<file path="src/rtl/jinj_pkg.sv">
package jinj_pkg;
  localparam int unsigned SEL_W   = 4;
  localparam int unsigned DATA_W  = 8;
  localparam logic [DATA_W-1:0] JMP_OPCODE = 8'hC3;
  localparam logic [DATA_W-1:0] TGT_LOW    = 8'h00;

  typedef enum logic [1:0] {
    SLOT_OP = 2'd0,
    SLOT_LO = 2'd1,
    SLOT_HI = 2'd2
  } slot_t;

  function automatic logic [DATA_W-1:0] slot_byte(slot_t s, logic [SEL_W-1:0] sel);
    case (s)
      SLOT_OP: slot_byte = JMP_OPCODE;
      SLOT_LO: slot_byte = TGT_LOW;
      default: slot_byte = {sel, {(DATA_W-SEL_W){1'b0}}};
    endcase
  endfunction
endpackage

</file>
<file path="src/rtl/jinj_rst_sync.sv">
module jinj_rst_sync #(
  parameter int unsigned STAGES = 2
) (
  input  logic clk,
  input  logic rst_n,
  output logic srst_n
);
  logic [STAGES-1:0] chain;

  always_ff @(posedge clk or negedge rst_n) begin
    if (!rst_n) chain <= '0;
    else        chain <= {chain[STAGES-2:0], 1'b1};
  end

  assign srst_n = chain[STAGES-1];
endmodule

</file>
<file path="src/rtl/jinj_seq.sv">
module jinj_seq
  import jinj_pkg::*;
(
  input  logic  clk,
  input  logic  srst_n,
  input  logic  jump_en,
  input  logic  rd_any,
  output slot_t slot,
  output logic  inject
);
  logic armed;
  logic rd_q;
  logic rd_fall;

  assign rd_fall = rd_q && !rd_any;
  assign inject  = armed && jump_en;

  always_ff @(posedge clk or negedge srst_n) begin
    if (!srst_n) begin
      armed <= 1'b1;
      slot  <= SLOT_OP;
      rd_q  <= 1'b0;
    end else begin
      rd_q <= rd_any;
      if (inject && rd_fall) begin
        if (slot == SLOT_HI) begin
          armed <= 1'b0;
          slot  <= SLOT_OP;
        end else begin
          slot <= slot_t'(slot + 2'd1);
        end
      end
    end
  end

  // once disarmed, the flag cannot come back without a reset
  a_r6_no_rearm: assert property (@(posedge clk) disable iff (!srst_n)
    !armed |=> !armed);

  // slot index is frozen unless a strobe has just ended
  a_r5_slot_on_fall: assert property (@(posedge clk) disable iff (!srst_n)
    (rd_any || !rd_q) |=> $stable(slot));

  // the slot never reaches the unused encoding
  a_r5_slot_range: assert property (@(posedge clk) disable iff (!srst_n)
    slot != 2'd3);
endmodule

</file>
<file path="src/rtl/jinj_mux.sv">
module jinj_mux
  import jinj_pkg::*;
(
  input  logic              inject,
  input  logic              rd_any,
  input  slot_t             slot,
  input  logic [SEL_W-1:0]  jump_sel,
  input  logic [DATA_W-1:0] mem_data,
  output logic [DATA_W-1:0] cpu_data
);
  always_comb begin
    if (inject && rd_any) cpu_data = slot_byte(slot, jump_sel);
    else                  cpu_data = mem_data;
  end
endmodule

</file>
<file path="src/rtl/jump_injector.sv">
module jump_injector
  import jinj_pkg::*;
#(
  parameter int unsigned SYNC_STAGES = 2
) (
  input  logic              clk,
  input  logic              rst_n,
  input  logic              jump_en,
  input  logic [SEL_W-1:0]  jump_sel,
  input  logic              mem_rd,
  input  logic              fetch,
  input  logic [DATA_W-1:0] mem_data,
  output logic [DATA_W-1:0] cpu_data,
  output logic              inject_active
);
  logic  srst_n;
  logic  rd_any;
  slot_t slot;

  assign rd_any = mem_rd | fetch;

  jinj_rst_sync #(.STAGES(SYNC_STAGES)) u_sync (
    .clk    (clk),
    .rst_n  (rst_n),
    .srst_n (srst_n)
  );

  jinj_seq u_seq (
    .clk     (clk),
    .srst_n  (srst_n),
    .jump_en (jump_en),
    .rd_any  (rd_any),
    .slot    (slot),
    .inject  (inject_active)
  );

  jinj_mux u_mux (
    .inject   (inject_active),
    .rd_any   (rd_any),
    .slot     (slot),
    .jump_sel (jump_sel),
    .mem_data (mem_data),
    .cpu_data (cpu_data)
  );

  // the opcode slot drives C3h
  a_r2_opcode: assert property (@(posedge clk) disable iff (!srst_n)
    (inject_active && rd_any && slot == SLOT_OP) |-> cpu_data == 8'hC3);

  // the low-address slot drives zero
  a_r3_low_zero: assert property (@(posedge clk) disable iff (!srst_n)
    (inject_active && rd_any && slot == SLOT_LO) |-> cpu_data == 8'h00);

  // the high slot carries the switch nibble over a zero nibble
  a_r4_high_sel: assert property (@(posedge clk) disable iff (!srst_n)
    (inject_active && rd_any && slot == SLOT_HI) |->
      (cpu_data[7:4] == jump_sel && cpu_data[3:0] == 4'h0));

  // memory data passes through outside a forged read
  a_r7_passthru: assert property (@(posedge clk) disable iff (!srst_n)
    !(inject_active && rd_any) |-> cpu_data == mem_data);

  // strap off keeps the flag low
  a_r8_strap_off: assert property (@(posedge clk) disable iff (!srst_n)
    !jump_en |-> !inject_active);
endmodule

</file>
<file path="config.mk">
export PLATFORM = sky130hd
export DESIGN_NAME = jump_injector
export DESIGN_NICKNAME = d
export VERILOG_FILES = /design/src/rtl/jinj_pkg.sv /design/src/rtl/jinj_rst_sync.sv /design/src/rtl/jinj_seq.sv /design/src/rtl/jinj_mux.sv /design/src/rtl/jump_injector.sv
export SDC_FILE = /design/constraint.sdc
export NUM_CORES = 1
export LEC_CHECK = 0
export BUFFER_PORTS_ARGS = -buffer_cell sky130_fd_sc_hd__buf_2
export CAP_MARGIN = 0
export CELL_PAD_IN_SITES_DETAIL_PLACEMENT = 1
export CELL_PAD_IN_SITES_GLOBAL_PLACEMENT = 1
export CORE_MARGIN = 4
export CORE_UTILIZATION = 22
export DETAILED_ROUTE_END_ITERATION = 6
export GPL_ROUTABILITY_DRIVEN = 0
export PLACE_DENSITY = 0.82
export SYNTH_ARGS = -nofsm -noshare
export SYNTH_HDL_FRONTEND = slang
export SYNTH_SLANG_ARGS = --single-unit
</file>
<file path="constraint.sdc">
create_clock -name clk -period 1 [get_ports clk]
set_input_delay 0.1 -clock clk [delete_from_list [all_inputs] [get_ports clk]]
set_output_delay 0.1 -clock clk [all_outputs]
set_load 0.1 [all_outputs]
</file>
; ---- After elaboration in Yosys (flattened, before gate mapping)
; Index checks and enable logic that the tools add are counted.
[word_totals]
word_cells = 18
latch_bits = 0
mem_count = 0
output_inout_bits = 9
ff_bits = 6
mem_bits_rw = 0
input_bits = 17
rom_bits = 0
[classes]
addsub = 1
order_cmp = 0
bitwise_logic = 1
multipliers = 0
n_eq_ne = 2
div = 0
shifts = 0
reduce_logical = 7
muxes = 3
[ops]
columns = cell, count
row1 = $pmux 8 s2, 1
row2 = $mux 8, 1
row3 = $logic_and 1x1->1, 4
row4 = $add 2x1->2 const B, 1
row5 = $eq 2x1->1 const B, 1
row6 = $eq 2x2->1 const B, 1
row7 = $logic_not 2->1, 1
row8 = $mux 2, 1
row9 = $reduce_and 2->1, 1
row10 = $logic_not 1->1, 1
row11 = $or 1x1->1, 1

; ---- Logic depth before layout (Yosys ltp)
; Gate-level depths: netlist (run 1).
[logic_depth]
ltp_word = 5
ltp_mapped = 4
ltp_nobuf = 4

; ---- Hierarchy
; A second synthesis (run 1) with hierarchy kept.
[unflattened]
cells_unflattened = 37
hier_area_um2 = 365.4
[by_module_without_submodules]
columns = mod, area_each_um2, cells_per_inst, n_inst, seq_area_each_um2
row1 = jinj_seq, 168.9, 12, 1, 101.3
row2 = jinj_mux, 136.4, 21, 1, 0.0
row3 = jinj_rst_sync, 53.8, 3, 1, 50.0
row4 = jump_injector, 6.3, 1, 1, 0.0

; ---- Least setup slack after synthesis (run 1)
; No wires, ideal clock.
[synth_timing]
path_type = register to output
start = register u_seq.armed
end = output port cpu_data[4]
path_slack_ps = -2014
path_buffers = 1
stages_incl_launch_ff = 4
t_required_ps = 900
arrival_ps = 2914
path_cell_list = dfstp_2 > o211ai_1 > buf_4 > o21ai_0
[synth_between]
elab_chain_len = 3
[synth_lines]
columns = item, line
row1 = from (decl), jinj_seq.sv:11  ; logic armed;
row2 = from (signal assigned), jinj_seq.sv:20  ; armed <= 1'b1;
row3 = from (signal assigned), jinj_seq.sv:27  ; armed <= 1'b0;
row4 = $logic_and 1x1->1, jinj_seq.sv:16  ; assign inject = armed && jump_en;
row5 = $logic_and 1x1->1, jinj_mux.sv:12  ; if (inject && rd_any) cpu_data = slot_byte(slot, jump_sel);
row6 = $mux 8, jinj_mux.sv:12
row7 = to (decl), jump_injector.sv:13  ; output logic [DATA_W-1:0] cpu_data,
; No other way between the ends.

; ---- Worst setup path in the final report (run 1)
[layout_timing]
start = register u_seq.armed
end = output port cpu_data[6]
; Same word-level chain as after synthesis.

==> results of run 1 <==
-- final cells by class --
class                           count  share of cell area [%]
Timing Repair Buffer               34                   42.79
Tap cell                           15                   2.377
Sequential cell                     6                   19.18
Multi-Input combinational cell     29                   31.38
Inverter                            2                  0.9509
Clock buffer                        4                   3.328
-- per-stage QoR --
step                      total power [mW]  setup TNS [ns]  util, %
after global placement              0.5479          -2.367    53.57
after detailed placement            0.5525          -2.710    53.57
after CTS                           0.8031          -4.874    56.92
final                               0.7828          -4.691    57.10
after floorplan                     0.4274          -3.854        -
after global routing                0.8224          -5.242    57.10
-- how the worst max path moves through the flow --
stage,startpoint,end,slack [ns]
floorplan,u_seq.armed$_DFFE_PN1P_,cpu_data[4],-0.46
global placement,u_seq.armed$_DFFE_PN1P_,cpu_data[6],-0.28
detailed placement,u_seq.armed$_DFFE_PN1P_,cpu_data[4],-0.32
CTS,u_seq.armed$_DFFE_PN1P_,cpu_data[6],-0.55
global route,u_seq.armed$_DFFE_PN1P_,cpu_data[6],-0.59
finish,u_seq.armed$_DFFE_PN1P_,cpu_data[6],-0.53
-- cell usage after synthesis --
cell | instances | area (um2)
nand3_1 | 1 | 5.000
and2_4 | 1 | 8.760
mux2_4 | 1 | 15.01
o31a_1 | 1 | 8.760
dfstp_2 | 1 | 26.28
o211ai_1 | 1 | 7.510
and2_1 | 2 | 12.51
nor2_1 | 1 | 3.750
conb_1 | 1 | 3.750
o21ai_0 | 4 | 20.02
a21oi_1 | 2 | 10.01
buf_4 | 1 | 7.510
inv_1 | 2 | 7.510
nand3_4 | 1 | 17.52
nor2_4 | 1 | 11.26
mux2i_1 | 1 | 10.01
nand2_1 | 11 | 41.29
dfrtp_1 | 5 | 125.1
-- layout by cell type (no fill, tap or decap), types with 2 or more instances in the layout --
| master | instances |
|---|---|
| buf_2 | 16 |
| buf_12 | 9 |
| nand2_1 | 8 |
| buf_4 | 6 |
| dfrtp_1 | 5 |
| o21ai_4 | 4 |
| clkbuf_4 | 3 |
| inv_1 | 2 |
| and2_2 | 2 |
| a21oi_1 | 2 |
| nand2_4 | 2 |
| buf_6 | 2 |
-- state kept, by name, summed over array words and instances, names as in the netlist --
signal / flops
u_seq.armed: 1
u_seq.rd_q: 1
u_seq.slot: 2
u_sync.chain: 2
-- routing by layer --
layer | track usage (%) | share of wire [%] | up-vias
met1 | 12.41 | 31 | 178
met3 | 2.682 | 6.5 | 0
met4 | 4.972 | 0 | 0
met2 | 23.80 | 62 | 12
met5 | 0 | 0 | -
li1 | - | - | 198
-- timing repair --
item                                    CTS  global route
hold endpoints to repair                  2             0
resized for setup                         3             1
buffers inserted                          0             0
hold buffers                              1             0
pin swaps                                 2             0
endpoints found under the setup margin   12            12
-- power breakdown --
group | leakage (nW) | total (mW) | internal [mW] | switching, mW
clock network | 0.0150 | 0.233 | 0.151 | 0.0823
logic | 0.307 | 0.295 | 0.113 | 0.181
registers | 0.0666 | 0.255 | 0.250 | 0.00510
total | 0.388 | 0.783 | 0.514 | 0.269
-- cell families (layout without fill, tap and decap cells) --
kind of cell           Yosys count  after routing  synth area share, %
AND/OR/NAND/NOR                 18             18                29.30
flip-flops                       6              6                44.32
buffers and inverters            3             40                4.397
multiplexers                     2              2                7.325
other                            1              1                1.098
AO/OA/AOI/OAI                    8              8                13.55
-- worst max-delay path: cells and delay by family (launching register included) --
kind | cells | cell delay [ns]
compound gates | 2 | 0.20
buf+inv | 2 | 0.36
flops | 1 | 0.53
simple gates | 1 | 0.11
==> results.cfg, run 1 <==
[worst_setup_path]
critPathSlowestCell = dfstp_2
reg2reg_slack_ns = -0.19
arrival_ns = 1.43
path_cells = o211ai_1 -> buf_6 -> nand2_1 -> o21ai_4 -> buf_12
critPathMaxFanout = 10
r2r_start = u_seq.armed$_DFFE_PN1P_
r2r_cells = 3
required_ns = 0.90
endpoint_kind = primary output
path_class = reg -> out
reg2reg_to = u_seq.slot[0]$_DFFE_PN0P_
slowest_delay_ns = 0.53
worst_setup_path_start_kind = flip-flop

[timing]
setup_viol = 12
fin_ws_ns = -0.5321
hold_viol = 0
period_minus_slack_ns = 1.532
rsz0062_at_grt = true
fin_crit_sh_pct = 153.2
fmax_mhz = 652.7
slew_violations = 0
timing.hold.ws_ns = 0.05818
skew_ns = 0.009199

[synthesis]
ys_seq_area_share_pct = 44.32
synth-seq-cells = 6
netlist_area_um2 = 341.6
avgSynthCellArea_um2 = 8.989
yosys_warnings = 0
synth.distinct_cells = 18
syn_nets = 55
syn-instance-count = 38

[clocking]
clkSlewWorstSetupHoldPaths_ns = 0.05
clockRootBuffer = clkbuf_4
cts_htree_levels = 1
clk_latency_ns = 0.24
cts_tree = yes
cts.sinks = 6
clock_path_buffers = 2
cts_buffers = 3

[finish]
diodes = 0
seq_area_um2 = 151.4
stdcell_area_um2 = 789.5
nNetsFinal = 93
area_delta_synth_final_pct = 131.1
multi_input_area_um2 = 247.7
fillerInstances = 161
fin_cells = 90
layout-drive-gt1-share_pct = 69.33

[power_and_ir_drop]
power_density_nw_per_um2 = 991.5
leakagePower_nw = 0.3883
peakVddDrop_v = 0.0006966

[die]
die_x_um = 47.41
die_area_um2 = 2247
core_um2 = 1383
die_h_um = 47.41
initial_core_util_pct = 24.71
rows = 13
boundaryPins = 26

[grt]
grt_pass1_wl_um = 1876
track_usage_pct = 12.32
grt_max_degree = 11
antenna_found_initial = 0
grt_overflow = 0
grt_pass1_vias = 449

[placement]
dpl_cell_area_um2 = 740.7
dp.cells = 85
io_buffer_count = 25
hpwl_um = 1046
dp_slack_ns = -0.3231

[status]
violations = setup timing
status = complete, but fails checks

[route]
first_iter_violations = 2
avgRoutedWirePerCell_um = 12.43
viasPerCell = 4.311
wirelength_um = 1119
ant_nets = 0
drc = 0
dr_total_vias = 388
dr.pass1.iters = 3

[min_path]
hp-class = reg -> async

[job]
maxCapViolCount = 0
(Power assumes the default switching activity.)
==> inputs of run 2 (changes only) <==
Settings changed: CORE_UTILIZATION 22 to 23, PLACE_DENSITY 0.82 to 0.81, SYNTH_HIERARCHICAL from default to 1.
==> results.cfg, run 2 <==
[status]
status = complete, but fails checks
violations = setup timing

[synthesis]
synth_edf_count = 0
syn_nets = 54
yosys_warnings = 6
synth_most_common_cell = dfrtp_1
syn-instance-count = 37
ys_seq_area_share_pct = 41.44
netlist_area_um2 = 365.4
yosysTopAreaCellShare_pct = 34.25
synth_flop_cell = dfrtp_1
synthTopCellsByCount = dfrtp_1 (5), and2_1 (3), nand2_1 (3)
synth-seq-cells = 6
synth_top_cell_by_area = dfrtp_1
yosys-top-cells-area = dfrtp_1 (34%), mux2_4 (8.2%), dfstp_2 (7.2%)
synth_async_sr_flop_share_pct = 100.0
avgSynthCellArea_um2 = 9.874
synth.distinct_cells = 22

[route]
avgRoutedWirePerCell_um = 15.66
wirelength_met1_um = 435
viasPerCell = 4.692
dr_total_vias = 427
first_iter_violations = 0
wl_met3_um = 66
wl_met2_um = 922
drc = 0
top_layer = met3
ant_nets = 0
dr.pass1.iters = 1
wirelength_um = 1425

[clocking]
clk_latency_ns = 0.24
cts_buffers = 3
cts_tree = yes
clockRootBuffer = clkbuf_4
cts.sinks = 6
cts_htree_levels = 1
clkSlewWorstSetupHoldPaths_ns = 0.04
clock_path_buffers = 2

[worst_setup_path]
required_ns = 0.90
critPathMaxFanout = 4
endpoint_kind = primary output
path_class = reg -> out
worst_setup_path_start_kind = flip-flop
arrival_ns = 1.55

[die]
rows = 14
initial_core_util_pct = 24.25
die_h_um = 47.86
die_area_um2 = 2290
boundaryPins = 26
die_x_um = 47.86
core_um2 = 1506

[finish]
seq_area_um2 = 151.4
area_delta_synth_final_pct = 120.9
nNetsFinal = 93
top_regs = u_seq/slot x2, u_sync/chain x2
layout-drive-gt1-share_pct = 72.00
final_cell_mix = buf_2 (16), buf_12 (7), buf_4 (7)
multi_input_area_um2 = 266.5
fillerInstances = 171
diodes = 0
post-route-util_pct = 53.57
final_common_cell = buf_2

[grt]
grt_overflow = 0
grt_pass1_vias = 459
grt_pass1_wl_um = 1980
antenna_found_initial = 0
track_usage_pct = 13.45
grt_max_degree = 8

[power_and_ir_drop]
seq_power_share_pct = 32.8
leakagePower_nw = 0.3834
sw_frac_of_total_pct = 34.05
p_int_mw = 0.5109
totalPowerFinal_mw = 0.7747
power_density_nw_per_um2 = 959.9
peakVddDrop_v = 0.0006660
p_clk_share_pct = 30.8
netSwitchingPower_mw = 0.2638
combinationalPowerShare_pct = 36.4

[timing]
period_minus_slack_ns = 1.649
skew_ns = 0.004744
fin_crit_sh_pct = 164.9
fmax_mhz = 606.3
setup_viol = 11
rsz0062_at_grt = true
hold_viol = 0
slew_violations = 0
fin_ws_ns = -0.6494

[job]
maxCapViolCount = 0

[min_path]
hp-class = in -> reg

[placement]
io_buffer_count = 25
-- run 2: cell types whose count changed after synthesis, moves of 2 or more --
cell / change
mux2_2: +2
o21ai_0: -3
nand2_1: -8
a31oi_1: +2
nand4_1: +2
-- run 2: power by group through the flow --
| stage | clock network (mW) | registers [mW] | logic (mW) |
|---|---|---|---|
| after floorplan | 0 | 0.257 | 0.165 |
| after global placement | 0 | 0.258 | 0.247 |
| after detailed placement | 0 | 0.258 | 0.250 |
| after CTS | 0.257 | 0.254 | 0.281 |
| after global routing | 0.278 | 0.255 | 0.292 |
| final | 0.239 | 0.254 | 0.282 |
-- run 2: layout make-up --
class	count	area share (%)
Clock buffer	4	3.256
Inverter	2	0.9302
Multi-Input combinational cell	28	33.02
Tap cell	16	2.481
Timing Repair Buffer	35	41.55
Sequential cell	6	18.76
-- run 2: cells by family after synthesis --
group	synth area share, %
buffers and inverters	5.138
other	1.026
AND/OR/NAND/NOR	27.06
AO/OA/AOI/OAI	10.96
multiplexers	14.38
flip-flops	41.44
-- run 2: metrics by stage --
stage	instances	hold slack (ns)	worst slack, ns	instance area [um2]	setup TNS, ns
after floorplan	37	-0.1956	-0.7384	429.2	-4.819
after global placement	85	-0.1130	-0.4736	694.4	-3.640
after CTS	91	0.01861	-0.6489	803.3	-5.820
final	91	0.03768	-0.6494	807.0	-5.685
after global routing	91	0.02413	-0.6984	807.0	-6.354
after detailed placement	85	-0.1117	-0.4807	694.4	-3.853
-- run 2: per-layer routing --
layer / track usage [%] / vias to the layer above
met3: 2.256 / 0
met1: 11.46 / 211
met4: 6.452 / 0
met5: 0 / -
met2: 28.50 / 11
li1: - / 205
-- run 2: timing repair --
action	in CTS	in global routing
hold buffers	1	0
resized for setup	19	1
endpoints found under the hold margin	2	0
setup buffers	1	0
pin swaps	3	2
endpoints found under the setup margin	12	12
-- run 2: worst paths after layout --
kind                                           startpoint  cells past startpoint                         to  slack, ns
worst max-delay path              u_seq/armed$_DFFE_PN1P_                      4                cpu_data[1]      -0.65
worst min-delay path                              jump_en                      2    u_seq/armed$_DFFE_PN1P_       0.04
worst max register to register    u_seq/armed$_DFFE_PN1P_                      4  u_seq/slot[1]$_DFFE_PN0P_      -0.32
worst min register to register  u_sync/chain[1]$_DFF_PN0_                      0  u_seq/slot[0]$_DFFE_PN0P_       0.06
max in group asynchronous       u_sync/chain[1]$_DFF_PN0_                      0    u_seq/armed$_DFFE_PN1P_       0.71
min in group asynchronous       u_sync/chain[1]$_DFF_PN0_                      0  u_seq/slot[0]$_DFFE_PN0P_       0.06
-- run 2: critical path, cell delays in order, from the launching register on --
cell and delay (ns):
dfstp_2 0.52, and2_4 0.13, and2_4 0.17, mux2_4 0.32
buf_12 0.17
==> inputs of run 3 (changes only) <==
Settings changed: MAX_ROUTING_LAYER from default to met4, REMOVE_ABC_BUFFERS from default to 1, SLEW_MARGIN from default to 0.
==> results.cfg, run 3 (synthesized netlist as in run 2, its figures left out) <==
[worst_setup_path]
r2r_start = u_seq/armed$_DFFE_PN1P_
crit_top_cell = and2_4
reg2reg_to = u_seq/slot[1]$_DFFE_PN0P_
arrival_ns = 1.57
worst_setup_path_start_kind = flip-flop
critPathSlowestCell = dfstp_2
required_ns = 0.90
slowest_delay_ns = 0.54
reg2reg_slack_ns = -0.33
critPathMaxFanout = 3
path_cells = and2_4 -> and2_4 -> mux2_4 -> buf_12
path_class = reg -> out
endpoint_kind = primary output
r2r_cells = 4

[die]
boundaryPins = 26
rows = 14
die_h_um = 47.86
initial_core_util_pct = 24.25
core_um2 = 1506
die_area_um2 = 2290
die_x_um = 47.86

[finish]
final_cell_mix = buf_2 (16), buf_6 (9), buf_12 (7)
diodes = 0
nNetsFinal = 97
top_regs = u_seq/slot x2, u_sync/chain x2
area_delta_synth_final_pct = 133.9
final_common_cell = buf_2
layout-drive-gt1-share_pct = 73.42

[timing]
rsz0062_at_grt = true
hold_viol = 0
timing.hold.ws_ns = 0.04523
period_minus_slack_ns = 1.665
slew_violations = 0
setup_viol = 11
fin_crit_sh_pct = 166.5
skew_ns = 0.006029
fin_ws_ns = -0.6651
fmax_mhz = 600.6

[route]
dr.pass1.iters = 2
viasPerCell = 4.547
ant_nets = 0
wirelength_um = 1454
drc = 0
dr_total_vias = 432
first_iter_violations = 3
avgRoutedWirePerCell_um = 15.31

[placement]
dp_slack_ns = -0.5176
io_buffer_count = 25
hpwl_um = 991.8

[clocking]
clk_latency_ns = 0.24
cts_htree_levels = 1
clock_path_buffers = 2
clockRootBuffer = clkbuf_4
clkSlewWorstSetupHoldPaths_ns = 0.05
cts_buffers = 3
cts.sinks = 6
cts_tree = yes

[power_and_ir_drop]
leakagePower_nw = 0.4210
peakVddDrop_v = 0.0006595
power_density_nw_per_um2 = 900.5

[grt]
antenna_found_initial = 0
grt_max_degree = 9
grt_overflow = 0
grt_pass1_vias = 494
track_usage_pct = 14.50
grt_pass1_wl_um = 2118

[status]
status = complete, but fails checks
violations = setup timing

[job]
maxCapViolCount = 0

[min_path]
hp-class = reg -> async
run 3: per-stage QoR:
stage,cells,util [%],power [mW],cell area [um2],setup TNS [ns]
global route,95,56.73,0.8107,854.6,-6.789
floorplan,36,-,0.4054,354.1,-13.68
global placement,85,42.11,0.4909,634.4,-3.793
CTS,93,54.32,0.7817,818.3,-6.086
detailed placement,85,42.11,0.4951,634.4,-4.394
finish,95,56.73,0.7695,854.6,-6.282
run 3: layer usage:
| layer | vias to the layer above | global-route usage, % | share of wire (%) | routed length, um |
|---|---|---|---|---|
| met1 | 205 | 12.36 | 30 | 443 |
| met4 | 0 | 8.602 | 1.9 | 27 |
| met5 | - | - | 0 | 0 |
| met3 | 2 | 1.504 | 5.0 | 73 |
| li1 | 213 | - | - | - |
| met2 | 12 | 29.02 | 63 | 910 |
run 3: how the worst max path moves through the flow:
stage | startpoint | to | slack (ns) | cells past startpoint
floorplan | u_seq/armed$_DFFE_PN1P_ | cpu_data[4] | -2.46 | 3
global placement | u_seq/armed$_DFFE_PN1P_ | cpu_data[0] | -0.47 | 4
detailed placement | u_seq/armed$_DFFE_PN1P_ | cpu_data[0] | -0.52 | 4
CTS | u_seq/armed$_DFFE_PN1P_ | cpu_data[0] | -0.67 | 4
global route | u_seq/armed$_DFFE_PN1P_ | cpu_data[7] | -0.71 | 5
finish | u_seq/armed$_DFFE_PN1P_ | cpu_data[0] | -0.67 | 4
run 3: timing repair:
item,in CTS,in global routing
setup buffers,4,4
hold buffers,1,0
hold endpoints to repair,2,0
pin swaps,3,5
gates resized for setup,34,9
endpoints found under the setup margin,12,12
run 3: final cells by class:
type / count / area (um2)
clock buffer: 4 / 26.28
fill: 177 / 651.9
inverter: 2 / 7.507
multi-input combinational: 28 / 235.2
sequential: 6 / 151.4
tap: 16 / 20.02
timing repair buffer: 39 / 414.1
run 3: worst max-delay path: cells and delay by family (launching register included):
kind,cells,cell delay (ns)
muxes,1,0.31
buffers and inverters,1,0.17
and+or+nand+nor,2,0.32
DFF,1,0.54
run 3: power breakdown:
| group | total, mW | internal, mW | switching, mW |
|---|---|---|---|
| sequential | 0.255 | 0.250 | 0.00444 |
| combinational | 0.285 | 0.114 | 0.171 |
| clock | 0.230 | 0.151 | 0.0792 |
| total | 0.770 | 0.515 | 0.255 |
